`src/rtl/irRlePkg.sv`:
```
package irRlePkg;

  // Strobes the control side hands to the run datapath each cycle
  typedef struct packed {
    logic clear;   // receiver disabled: drop all run state
    logic tick;    // one sample period has elapsed
    logic level;   // synchronised, polarity-corrected line value
  } rleStrobe_t;

endpackage

```
`src/rtl/irRleFrontEnd.sv`:
```
module irRleFrontEnd
  import irRlePkg::*;
#(
  parameter int DIV         = 64,
  parameter int SYNC_STAGES = 2
) (
  input  logic       clk,
  input  logic       rstN,
  input  logic       globalEn,
  input  logic       rxEn,
  input  logic       polarityInv,
  input  logic       irIn,
  output rleStrobe_t strobe
);

  localparam int DIV_W = (DIV > 1) ? $clog2(DIV) : 1;
  localparam logic [DIV_W-1:0] DIV_LAST = DIV_W'(DIV - 1);

  logic [SYNC_STAGES-1:0] syncQ;
  logic [DIV_W-1:0]       divCnt;
  logic                   active;
  logic                   divWrap;

  // synchroniser chain for the asynchronous line
  for (genvar i = 0; i < SYNC_STAGES; i++) begin : g_sync
    if (i == 0) begin : g_first
      always_ff @(posedge clk or negedge rstN) begin
        if (!rstN) syncQ[0] <= 1'b0;
        else       syncQ[0] <= irIn;
      end
    end else begin : g_next
      always_ff @(posedge clk or negedge rstN) begin
        if (!rstN) syncQ[i] <= 1'b0;
        else       syncQ[i] <= syncQ[i-1];
      end
    end
  end

  assign active  = globalEn & rxEn;
  assign divWrap = (divCnt == DIV_LAST);

  // sample prescaler, restarts from zero on every enable
  always_ff @(posedge clk or negedge rstN) begin
    if (!rstN)        divCnt <= '0;
    else if (!active) divCnt <= '0;
    else if (divWrap) divCnt <= '0;
    else              divCnt <= divCnt + DIV_W'(1);
  end

  always_comb begin
    strobe.clear = ~active;
    strobe.tick  = active & divWrap;
    strobe.level = syncQ[SYNC_STAGES-1] ^ polarityInv;
  end

endmodule

```
`src/rtl/irRleDatapath.sv`:
```
module irRleDatapath
  import irRlePkg::*;
#(
  parameter int CNT_W   = 7,
  parameter int NOISE_W = 6,
  parameter int IDLE_W  = 8
) (
  input  logic               clk,
  input  logic               rstN,
  input  rleStrobe_t         strobe,
  input  logic [NOISE_W-1:0] noiseThr,
  input  logic [IDLE_W-1:0]  idleThr,
  output logic               entryValid,
  output logic [CNT_W:0]     entryData,
  output logic               packetEnd
);

  localparam int ACC_W   = ((CNT_W > NOISE_W) ? CNT_W : NOISE_W) + 2;
  localparam int ISUM_W  = ((IDLE_W > NOISE_W) ? IDLE_W : NOISE_W) + 2;
  localparam int CAND_W  = NOISE_W + 1;
  localparam logic [ACC_W-1:0]  RUN_MAX  = ACC_W'(2 ** CNT_W);
  localparam logic [ISUM_W-1:0] IDLE_SAT = ISUM_W'((2 ** IDLE_W) - 1);

  // run state
  logic               curLevel, curLevelN;
  logic [ACC_W-1:0]   runCnt, runCntN;
  logic [NOISE_W-1:0] candCnt, candCntN;
  logic [IDLE_W-1:0]  idleRun, idleRunN;
  logic               idleMode, idleModeN;
  logic               validN, peN;
  logic [CNT_W:0]     dataN;

  // working values
  logic [ACC_W-1:0]   total;
  logic [CAND_W-1:0]  candNew, thrEff;
  logic [ISUM_W-1:0]  idleSumRaw;
  logic [IDLE_W-1:0]  idleSum;
  logic [CNT_W-1:0]   clipLen, runLen;

  always_comb begin
    total      = runCnt + ACC_W'(candCnt) + ACC_W'(1);
    candNew    = CAND_W'(candCnt) + CAND_W'(1);
    thrEff     = (noiseThr == '0) ? CAND_W'(1) : CAND_W'(noiseThr);
    idleSumRaw = ISUM_W'(idleRun) + ISUM_W'(candCnt) + ISUM_W'(1);
    idleSum    = (idleSumRaw > IDLE_SAT) ? IDLE_SAT[IDLE_W-1:0] : idleSumRaw[IDLE_W-1:0];
    clipLen    = (total >= RUN_MAX) ? {CNT_W{1'b1}} : CNT_W'(total - ACC_W'(1));
    runLen     = CNT_W'(runCnt - ACC_W'(1));
  end

  always_comb begin
    curLevelN = curLevel;
    runCntN   = runCnt;
    candCntN  = candCnt;
    idleRunN  = idleRun;
    idleModeN = idleMode;
    validN    = 1'b0;
    peN       = 1'b0;
    dataN     = '0;
    if (strobe.clear) begin
      curLevelN = 1'b0;
      runCntN   = '0;
      candCntN  = '0;
      idleRunN  = '0;
      idleModeN = 1'b1;
    end else if (strobe.tick) begin
      if (strobe.level == curLevel) begin
        // level held: any pending excursion becomes part of this run
        candCntN = '0;
        if (!idleMode) begin
          if (!curLevel && (idleSum > idleThr)) begin
            validN    = 1'b1;
            peN       = 1'b1;
            dataN     = {1'b0, clipLen};
            runCntN   = '0;
            idleRunN  = '0;
            idleModeN = 1'b1;
          end else if (total >= RUN_MAX) begin
            validN   = 1'b1;
            dataN    = {curLevel, {CNT_W{1'b1}}};
            runCntN  = total - RUN_MAX;
            idleRunN = curLevel ? '0 : idleSum;
          end else begin
            runCntN  = total;
            idleRunN = curLevel ? '0 : idleSum;
          end
        end
      end else if (candNew >= thrEff) begin
        // new level has lasted long enough: close the old run
        if (runCnt != '0) begin
          validN = 1'b1;
          dataN  = {curLevel, runLen};
        end
        curLevelN = strobe.level;
        runCntN   = ACC_W'(candNew);
        candCntN  = '0;
        idleRunN  = strobe.level ? '0 : IDLE_W'(candNew);
        idleModeN = 1'b0;
      end else begin
        candCntN = candNew[NOISE_W-1:0];
      end
    end
  end

  always_ff @(posedge clk or negedge rstN) begin
    if (!rstN) begin
      curLevel   <= 1'b0;
      runCnt     <= '0;
      candCnt    <= '0;
      idleRun    <= '0;
      idleMode   <= 1'b1;
      entryValid <= 1'b0;
      entryData  <= '0;
      packetEnd  <= 1'b0;
    end else begin
      curLevel   <= curLevelN;
      runCnt     <= runCntN;
      candCnt    <= candCntN;
      idleRun    <= idleRunN;
      idleMode   <= idleModeN;
      entryValid <= validN;
      entryData  <= dataN;
      packetEnd  <= peN;
    end
  end

endmodule

```
`src/rtl/irRunEncoder.sv`:
```
module irRunEncoder
  import irRlePkg::*;
#(
  parameter int DIV         = 64,
  parameter int SYNC_STAGES = 2,
  parameter int CNT_W       = 7,
  parameter int NOISE_W     = 6,
  parameter int IDLE_W      = 8
) (
  input  logic               clk,
  input  logic               rstN,
  input  logic               globalEn,
  input  logic               rxEn,
  input  logic               polarityInv,
  input  logic [NOISE_W-1:0] noiseThr,
  input  logic [IDLE_W-1:0]  idleThr,
  input  logic               irIn,
  output logic               entryValid,
  output logic [CNT_W:0]     entryData,
  output logic               packetEnd
);

  rleStrobe_t strobe;

  irRleFrontEnd #(
    .DIV        (DIV),
    .SYNC_STAGES(SYNC_STAGES)
  ) u_front (
    .clk        (clk),
    .rstN       (rstN),
    .globalEn   (globalEn),
    .rxEn       (rxEn),
    .polarityInv(polarityInv),
    .irIn       (irIn),
    .strobe     (strobe)
  );

  irRleDatapath #(
    .CNT_W  (CNT_W),
    .NOISE_W(NOISE_W),
    .IDLE_W (IDLE_W)
  ) u_path (
    .clk       (clk),
    .rstN      (rstN),
    .strobe    (strobe),
    .noiseThr  (noiseThr),
    .idleThr   (idleThr),
    .entryValid(entryValid),
    .entryData (entryData),
    .packetEnd (packetEnd)
  );

endmodule

```
`config.mk`:
```
export PLATFORM = sky130hd
export DESIGN_NAME = irRunEncoder
export DESIGN_NICKNAME = d
export VERILOG_FILES = /design/src/rtl/irRlePkg.sv /design/src/rtl/irRleFrontEnd.sv /design/src/rtl/irRleDatapath.sv /design/src/rtl/irRunEncoder.sv
export SDC_FILE = /design/constraint.sdc
export NUM_CORES = 1
export LEC_CHECK = 0
export ABC_AREA = 1
export BUFFER_PORTS_ARGS = -buffer_cell sky130_fd_sc_hd__buf_2
export CORE_ASPECT_RATIO = 1.25
export CORE_UTILIZATION = 45
export CTS_BUF_LIST = sky130_fd_sc_hd__clkbuf_8
export CTS_CLUSTER_DIAMETER = 60
export DETAILED_ROUTE_END_ITERATION = 6
export GPL_TIMING_DRIVEN = 0
export HOLD_SLACK_MARGIN = 0.02
export SLEW_MARGIN = 20
export SYNTH_ARGS = -nofsm -noshare
export SYNTH_HDL_FRONTEND = slang
export SYNTH_HIERARCHICAL = 1
export SYNTH_SLANG_ARGS = --single-unit
```
`constraint.sdc`:
```
create_clock -name clk -period 4.1 [get_ports clk]
set_clock_uncertainty 0.05 [all_clocks]
set_input_delay 0 -clock clk [delete_from_list [all_inputs] [get_ports clk]]
set_output_delay 0 -clock clk [all_outputs]
set_load 0.01 [all_outputs]
```
After elaboration in Yosys (flattened, before gate mapping)
Cells that the tools add are included.
{"block": "word_totals", "word_cells": 95, "latch_bits": 0, "mem_bits_rw": 0, "romBits": 0, "n_memories": 0, "ff_bits": 43, "in_bits": 20}
{"block": "classes", "n_reduce_logical": 7, "n_addsub": 9, "n_eq_ne": 7, "div_mod_pow": 0, "n_shift": 0, "bitwise_logic": 3, "order_cmp": 4, "muxes": 54, "n_mul": 0}
{"cell": "$mux 8", "n": 16}
{"cell": "$mux 9", "n": 7}
{"cell": "$mux 6", "n": 7}
{"cell": "$mux 1", "n": 22}
{"cell": "$mux 7", "n": 2}
{"cell": "$sub 7x1->7 const B", "n": 2}
{"cell": "$add 10x1->10 const B", "n": 1}
{"cell": "$gt 10x8->1 const B", "n": 1}
{"cell": "$add 8x6->9", "n": 1}
{"cell": "$add 9x1->9 const B", "n": 1}
{"cell": "$add 9x6->9", "n": 1}
{"cell": "$ge 9x8->1 const B", "n": 1}
{"cell": "$reduce_bool 9->1", "n": 1}
{"cell": "$sub 9x8->9 const B", "n": 1}
{"cell": "$gt 8x8->1", "n": 1}
{"cell": "$add 6x1->7 const B", "n": 1}
{"cell": "$ge 7x7->1", "n": 1}
{"cell": "$add 6x1->6 const B", "n": 1}
{"cell": "$eq 6x6->1 const B", "n": 1}
{"cell": "$logic_not 6->1", "n": 1}
{"cell": "$reduce_and 3->1", "n": 2}
{"cell": "$ne 2x2->1 const B", "n": 2}
{"cell": "$ne 3x1->1 const B", "n": 1}
{"cell": "$ne 3x3->1 const B", "n": 1}
{"cell": "7 further kinds", "n": 8}

Longest topological paths before layout
{"block": "depth", "ltp_word": 11, "depth_mapped": 25, "depth_no_buf": 25}

Cells and area by module
The synthesis kept the hierarchy.
{"mod": "irRleDatapath", "n_inst": 1, "seq_area_each_um2": 877.1, "cells_each": 502, "area_each_um2": 3251.9}
{"mod": "irRleFrontEnd", "n_inst": 1, "seq_area_each_um2": 200.2, "cells_each": 38, "area_each_um2": 360.3}

Least setup slack after synthesis
OpenSTA, ideal clock, no wires.
{"block": "synth_timing", "path_type": "reg2reg", "start": "reg u_path.candCnt[0]", "end": "reg u_path.idleRun[5]", "arrival_time_ps": 2797, "path_slack_ps": 1171, "path_stages_with_launch": 20, "path_buffers": 1, "t_required_ps": 3967, "setup_ps": 83, "cell_sequence": "dfrtp_1 inv_1 ha_1 inv_1 fa_1 nand3_1 nand3_1 or2_2 nand2_1 inv_1 ha_1 nand2_1 nor2_1 a21oi_1 nand2_1 buf_2 nand2_1 nor2_1 nor2_1 o21ai_0"}
{"block": "synth_via", "elab_chain_len": 11, "word_cells_on_any_way": 18, "classes_between": "3 x add/sub; 3 x order compare; 1 x eq/ne; 9 x mux; 2 x reduce/logical"}
{"element": "start: declaration", "line_no": "irRleDatapath.sv:27", "source": "logic [NOISE_W-1:0] candCnt, candCntN;"}
{"element": "start signal: assignment", "line_no": "irRleDatapath.sv:117", "source": "candCnt <= candCntN;"}
{"element": "$add 8x6->9", "line_no": "irRleDatapath.sv:44", "source": "idleSumRaw = ISUM_W'(idleRun) + ISUM_W'(candCnt) + ISUM_W'(1);"}
{"element": "$add 10x1->10", "line_no": "irRleDatapath.sv:44"}
{"element": "$gt 10x8->1", "line_no": "irRleDatapath.sv:45", "source": "idleSum = (idleSumRaw > IDLE_SAT) ? IDLE_SAT[IDLE_W-1:0] : idleSumRaw[IDLE_W-1:0];"}
{"element": "$mux 8", "line_no": "irRleDatapath.sv:45"}
{"element": "$gt 8x8->1", "line_no": "irRleDatapath.sv:70", "source": "if (!curLevel && (idleSum > idleThr)) begin"}
{"element": "$logic_and 1x1->1", "line_no": "irRleDatapath.sv:70"}
{"element": "$mux 8", "line_no": "irRleDatapath.sv:70"}
{"element": "$mux 8", "line_no": "irRleDatapath.sv:69", "source": "if (!idleMode) begin"}
{"element": "$mux 8", "line_no": "irRleDatapath.sv:66", "source": "if (strobe.level == curLevel) begin"}
{"element": "$mux 8", "line_no": "irRleDatapath.sv:65", "source": "end else if (strobe.tick) begin"}
{"element": "$mux 8", "line_no": "irRleDatapath.sv:59", "source": "if (strobe.clear) begin"}
{"element": "end signal: assignment", "line_no": "irRleDatapath.sv:118", "source": "idleRun <= idleRunN;"}
{"element": "end: declaration", "line_no": "irRleDatapath.sv:28", "source": "logic [IDLE_W-1:0] idleRun, idleRunN;"}
Several ways; a longest one is shown, not always the timed one. The select of a mux whose other input is x is not followed.
A chain may end at the register's enable or synchronous reset.

Worst setup path after layout
{"block": "layout_timing", "start": "reg u_path.candCnt[0]", "end": "reg u_path.entryData[2]"}
{"block": "layout_via", "elab_chain_len": 11, "word_cells_on_any_way": 20, "classes_between": "6 x add/sub; 4 x order compare; 9 x mux; 1 x reduce/logical"}
{"element": "$add 8x6->9", "line_no": "irRleDatapath.sv:44"}
{"element": "$add 10x1->10", "line_no": "irRleDatapath.sv:44"}
{"element": "$gt 10x8->1", "line_no": "irRleDatapath.sv:45"}
{"element": "$mux 8", "line_no": "irRleDatapath.sv:45"}
{"element": "$gt 8x8->1", "line_no": "irRleDatapath.sv:70"}
{"element": "$logic_and 1x1->1", "line_no": "irRleDatapath.sv:70"}
{"element": "$mux 8", "line_no": "irRleDatapath.sv:70"}
{"element": "$mux 8", "line_no": "irRleDatapath.sv:69"}
{"element": "$mux 8 *", "line_no": "irRleDatapath.sv:66"}
{"element": "$mux 8 *", "line_no": "irRleDatapath.sv:65"}
{"element": "$mux 8 *", "line_no": "irRleDatapath.sv:59"}
{"element": "net u_path.dataN[2]", "line_no": "irRleDatapath.sv:31", "source": "logic [CNT_W:0] dataN;"}
{"element": "end signal: assignment", "line_no": "irRleDatapath.sv:121", "source": "entryData <= dataN;"}
{"element": "end: declaration", "line_no": "irRleDatapath.sv:14", "source": "output logic [CNT_W:0] entryData,"}
The timed path passes the listed nets; every way through them passes the cells marked *.

==> run metrics <==
WP data arrival=3.83 ns; Post-Synthesis Cells=540; setup ws final=0.445 ns; clk slew on worst S/H paths=roughly 0.080 ns; DR top layer=met4; Avg Cell Area, Syn=~6.7 sq um; initial antenna violation count=0; final std cells w/o fill=674; TritonCTS clock tree=built; vias per cell=around 5; first-pass GRT wire length=14800 um; met3 wire length=242 um; Syn. warnings=6; reg-to-reg startpoint=u_path/candCnt[0]; metal2 WL=around 4900 um; Synth Cell Area=3610 sq um; Setup crit end kind=flop; CP Launch Point=u_path/candCnt[0]; synth-to-layout area growth=10.3%; nets=about 630; Iter 0 DRT Violations=160; startpoint types=flop; n_diodes=0; hpwl dp=7300 um; # Max-Cap Violations=0; starting density of the core=approximately 46%; Max Root-Sink Buffers=2; Fin. Hold Viols=0; Placed Instance Area=between 3000 and 4000 sq um; Clock H-tree levels=2; Die X=82.1 um; Crit Path Max Fanout=6; layout cells sized above 1=10.9%; Tot GR Track Use=23.5%; placed cells=664; Final Instance Area=3980 sq um; Sink Count=43; Internal=630 uW; synthesized flop and latch total=43; final setup violation count=0; hold wc startpoint=polarityInv; number of global-route vias before repair=3228; full die area=roughly 8400 sq um; I/O pin count=30; sequential power share=47.4%; M1 WL=3840 um; Fillers=818; switching part of the total=32.2%; Slowest-stage cell, CP=dfrtp_1; CP Cell Sequence=inv_1, ha_1, inv_1, fa_1, nand3_1, nand3_1, or2_2, nand2_1, inv_1, ha_1, nand2_1, nor2_1, nand2_1, nand2_1, nand2_1, nor2_1, inv_1, nor2_1, nor2_1, nor2_1; CORE AREA=7790 sq um; Synth Net Count=593; Slew HR=around 62%; Clock power frac=28.6%; cell area power density=~230 nW/um^2; Yosys cell types=36; GP Congestion=0.861; max-slew violations=0; highest clock rate=between 0.2 and 0.3 GHz; Comb pwr share=24.0%; RSZ-0062 raised after global routing=no; worst hold path class=primary input to flop; delay of the slowest critical-path stage=0.46 ns; sequential share of the synthesized area=between 20% and 30%; outcome=completed; dpl ws=0.484 ns; Inserted Clock Buffers=5; fin crit period=3.65 ns; vias after detailed routing=3375; PortBufs=29; Die H=102 um; placement row count=36; critical path required time=4.27 ns; Slew @ Worst Pin=0.565 ns; drt pass-1 iters=4; largest net degree at the start of global routing=44; Clock Root Buffer=clkbuf_8; DRT Wirelength=about 9000 um; kind of critical path=flop to flop; average wire per standard cell=13.4 um; post-route ant nets=0; drt drc=0; register area=~1100 sq um; Leak=0.00231 uW; clock latency on the worst-skew pair=around 0.30 ns; VDD IR-drop max=0.000173 V; Multi-input gate area=between 2000 and 2500 sq um; grt ovf=0; total negative slack=0 ns; Buffers & Inverters on Critical Path=4; CP delay by family, top=simple AND/OR/NAND/NOR gates; period utilisation layout=89.1%; switching power=299 uW; post-CTS sizing=0
-- cell usage in the layout (no fill, tap or decap), drive strengths merged, types with 8 or more instances in the layout --
| master | instances |
|---|---|
| inv | 90 |
| xor2 | 8 |
| dfrtp | 42 |
| clkbuf | 8 |
| nand3 | 42 |
| o21ai | 27 |
| ha | 31 |
| buf | 34 |
| nor2 | 63 |
| a21oi | 24 |
| nand2 | 163 |
-- metal layers --
metal	track usage, %	vias up
met3	2.50	8
met1	27.3	1548
met2	45.0	41
li1	-	1778
met5	0	-
met4	5.67	0
-- power groups by stage --
stage,Sequential [uW],Clock [uW],Combinational [uW]
after CTS,440,275,225
after detailed placement,448,0,223
after floorplan,446,0,157
final,440,266,223
after global placement,448,0,218
after global routing,441,291,257
-- synthesized netlist by cell type --
master      n  area [sq um]
clkinv_2    1          5.00
nor2_1     60           225
fa_1        2          40.0
inv_2       2          7.51
nand3_1    39           195
buf_6       2          22.5
o22ai_1     3          18.8
nand3b_1    5          37.5
buf_2       3          15.0
nand3_2     2          20.0
a21o_1      1          7.51
o21ai_1     9          45.0
a21boi_1    1          7.51
nand3_4     1          17.5
dfstp_2     1          26.3
a31oi_1     1          6.26
nand4_4     1          21.3
xor2_1      8          70.1
or2_2       4          25.0
nand4_1     6          37.5
nor2_4      1          11.3
o21a_1      3          22.5
ha_1       31           388
clkbuf_1    3          11.3
xnor2_1     6          52.6
inv_1      87           327
nor2_2      2          12.5
a31o_2      1          8.76
nand2_1   158           593
nand2_2     5          31.3
o21bai_2    1          11.3
or2_1       1          6.26
o21ai_0    18          90.1
nor3_1      5          25.0
dfrtp_1    42          1050
a21oi_1    24           120
-- stage by stage --
| step | total power [uW] | util, % | hold WS [ns] |
|---|---|---|---|
| final | 928 | 51.1 | 0.0340 |
| after global placement | 666 | 49.7 | 0.0589 |
| after global routing | 989 | 51.1 | 0.0415 |
| after CTS | 940 | 51.1 | 0.0395 |
| after floorplan | 603 | - | -0.346 |
| after detailed placement | 671 | 49.7 | 0.0678 |
-- state kept, by name, summed over array words and instances, names as in the netlist --
signal,count
u_path/curLevel,1
u_path/entryValid,1
u_front/syncQ,2
u_front/divCnt,6
u_path/entryData,8
u_path/idleRun,8
u_path/idleMode,1
u_path/runCnt,9
u_path/candCnt,6
u_path/packetEnd,1
-- worst register-to-register path, delay by kind of cell, from the launching register on --
family,cells,cell delay [ns]
adders and majority gates,3,0.87
DFF,1,0.46
and+or+nand+nor,13,1.68
buffers and inverters,4,0.51
-- final timing paths --
kind / to / slack (ns) / depth (start not counted)
min reg2reg: u_front/syncQ[1] / 0.30 / 0
max: u_path/entryData[2] / 0.45 / 20
min: u_path/curLevel / 0.03 / 4
min in group asynchronous: u_path/runCnt[2] / 0.18 / 2
max in group asynchronous: u_path/idleMode / 3.42 / 2
max reg2reg: u_path/entryData[2] / 0.45 / 20
-- cells by family after synthesis --
kind of cell             Yosys count  synth area share [%]
flip-flops                        43                  29.8
buffers and inverters             98                  10.7
adder cells (fa/ha/maj)           33                  11.8
AO/OA/AOI/OAI                     62                  9.35
XOR/XNOR                          14                  3.39
AND/OR/NAND/NOR                  290                  34.8
-- repair_timing --
action                                 CTS  global route
setup buffers                            0             0
hold buffers                             2             0
endpoints found under the hold margin   43             0
-- area by class of cell --
| type | count | share of cell area (%) |
|---|---|---|
| plain buffers | 8 | 1.22 |
| clock buffers | 5 | 1.73 |
| clock inverters | 3 | 0.408 |
| inverters | 90 | 8.51 |
| multi-input cells | 399 | 53.9 |
| flip-flops and latches | 43 | 27.0 |
| well taps | 95 | 2.98 |
| repair buffers | 31 | 4.21 |
No activity file was read; power rests on OpenSTA's default activity.
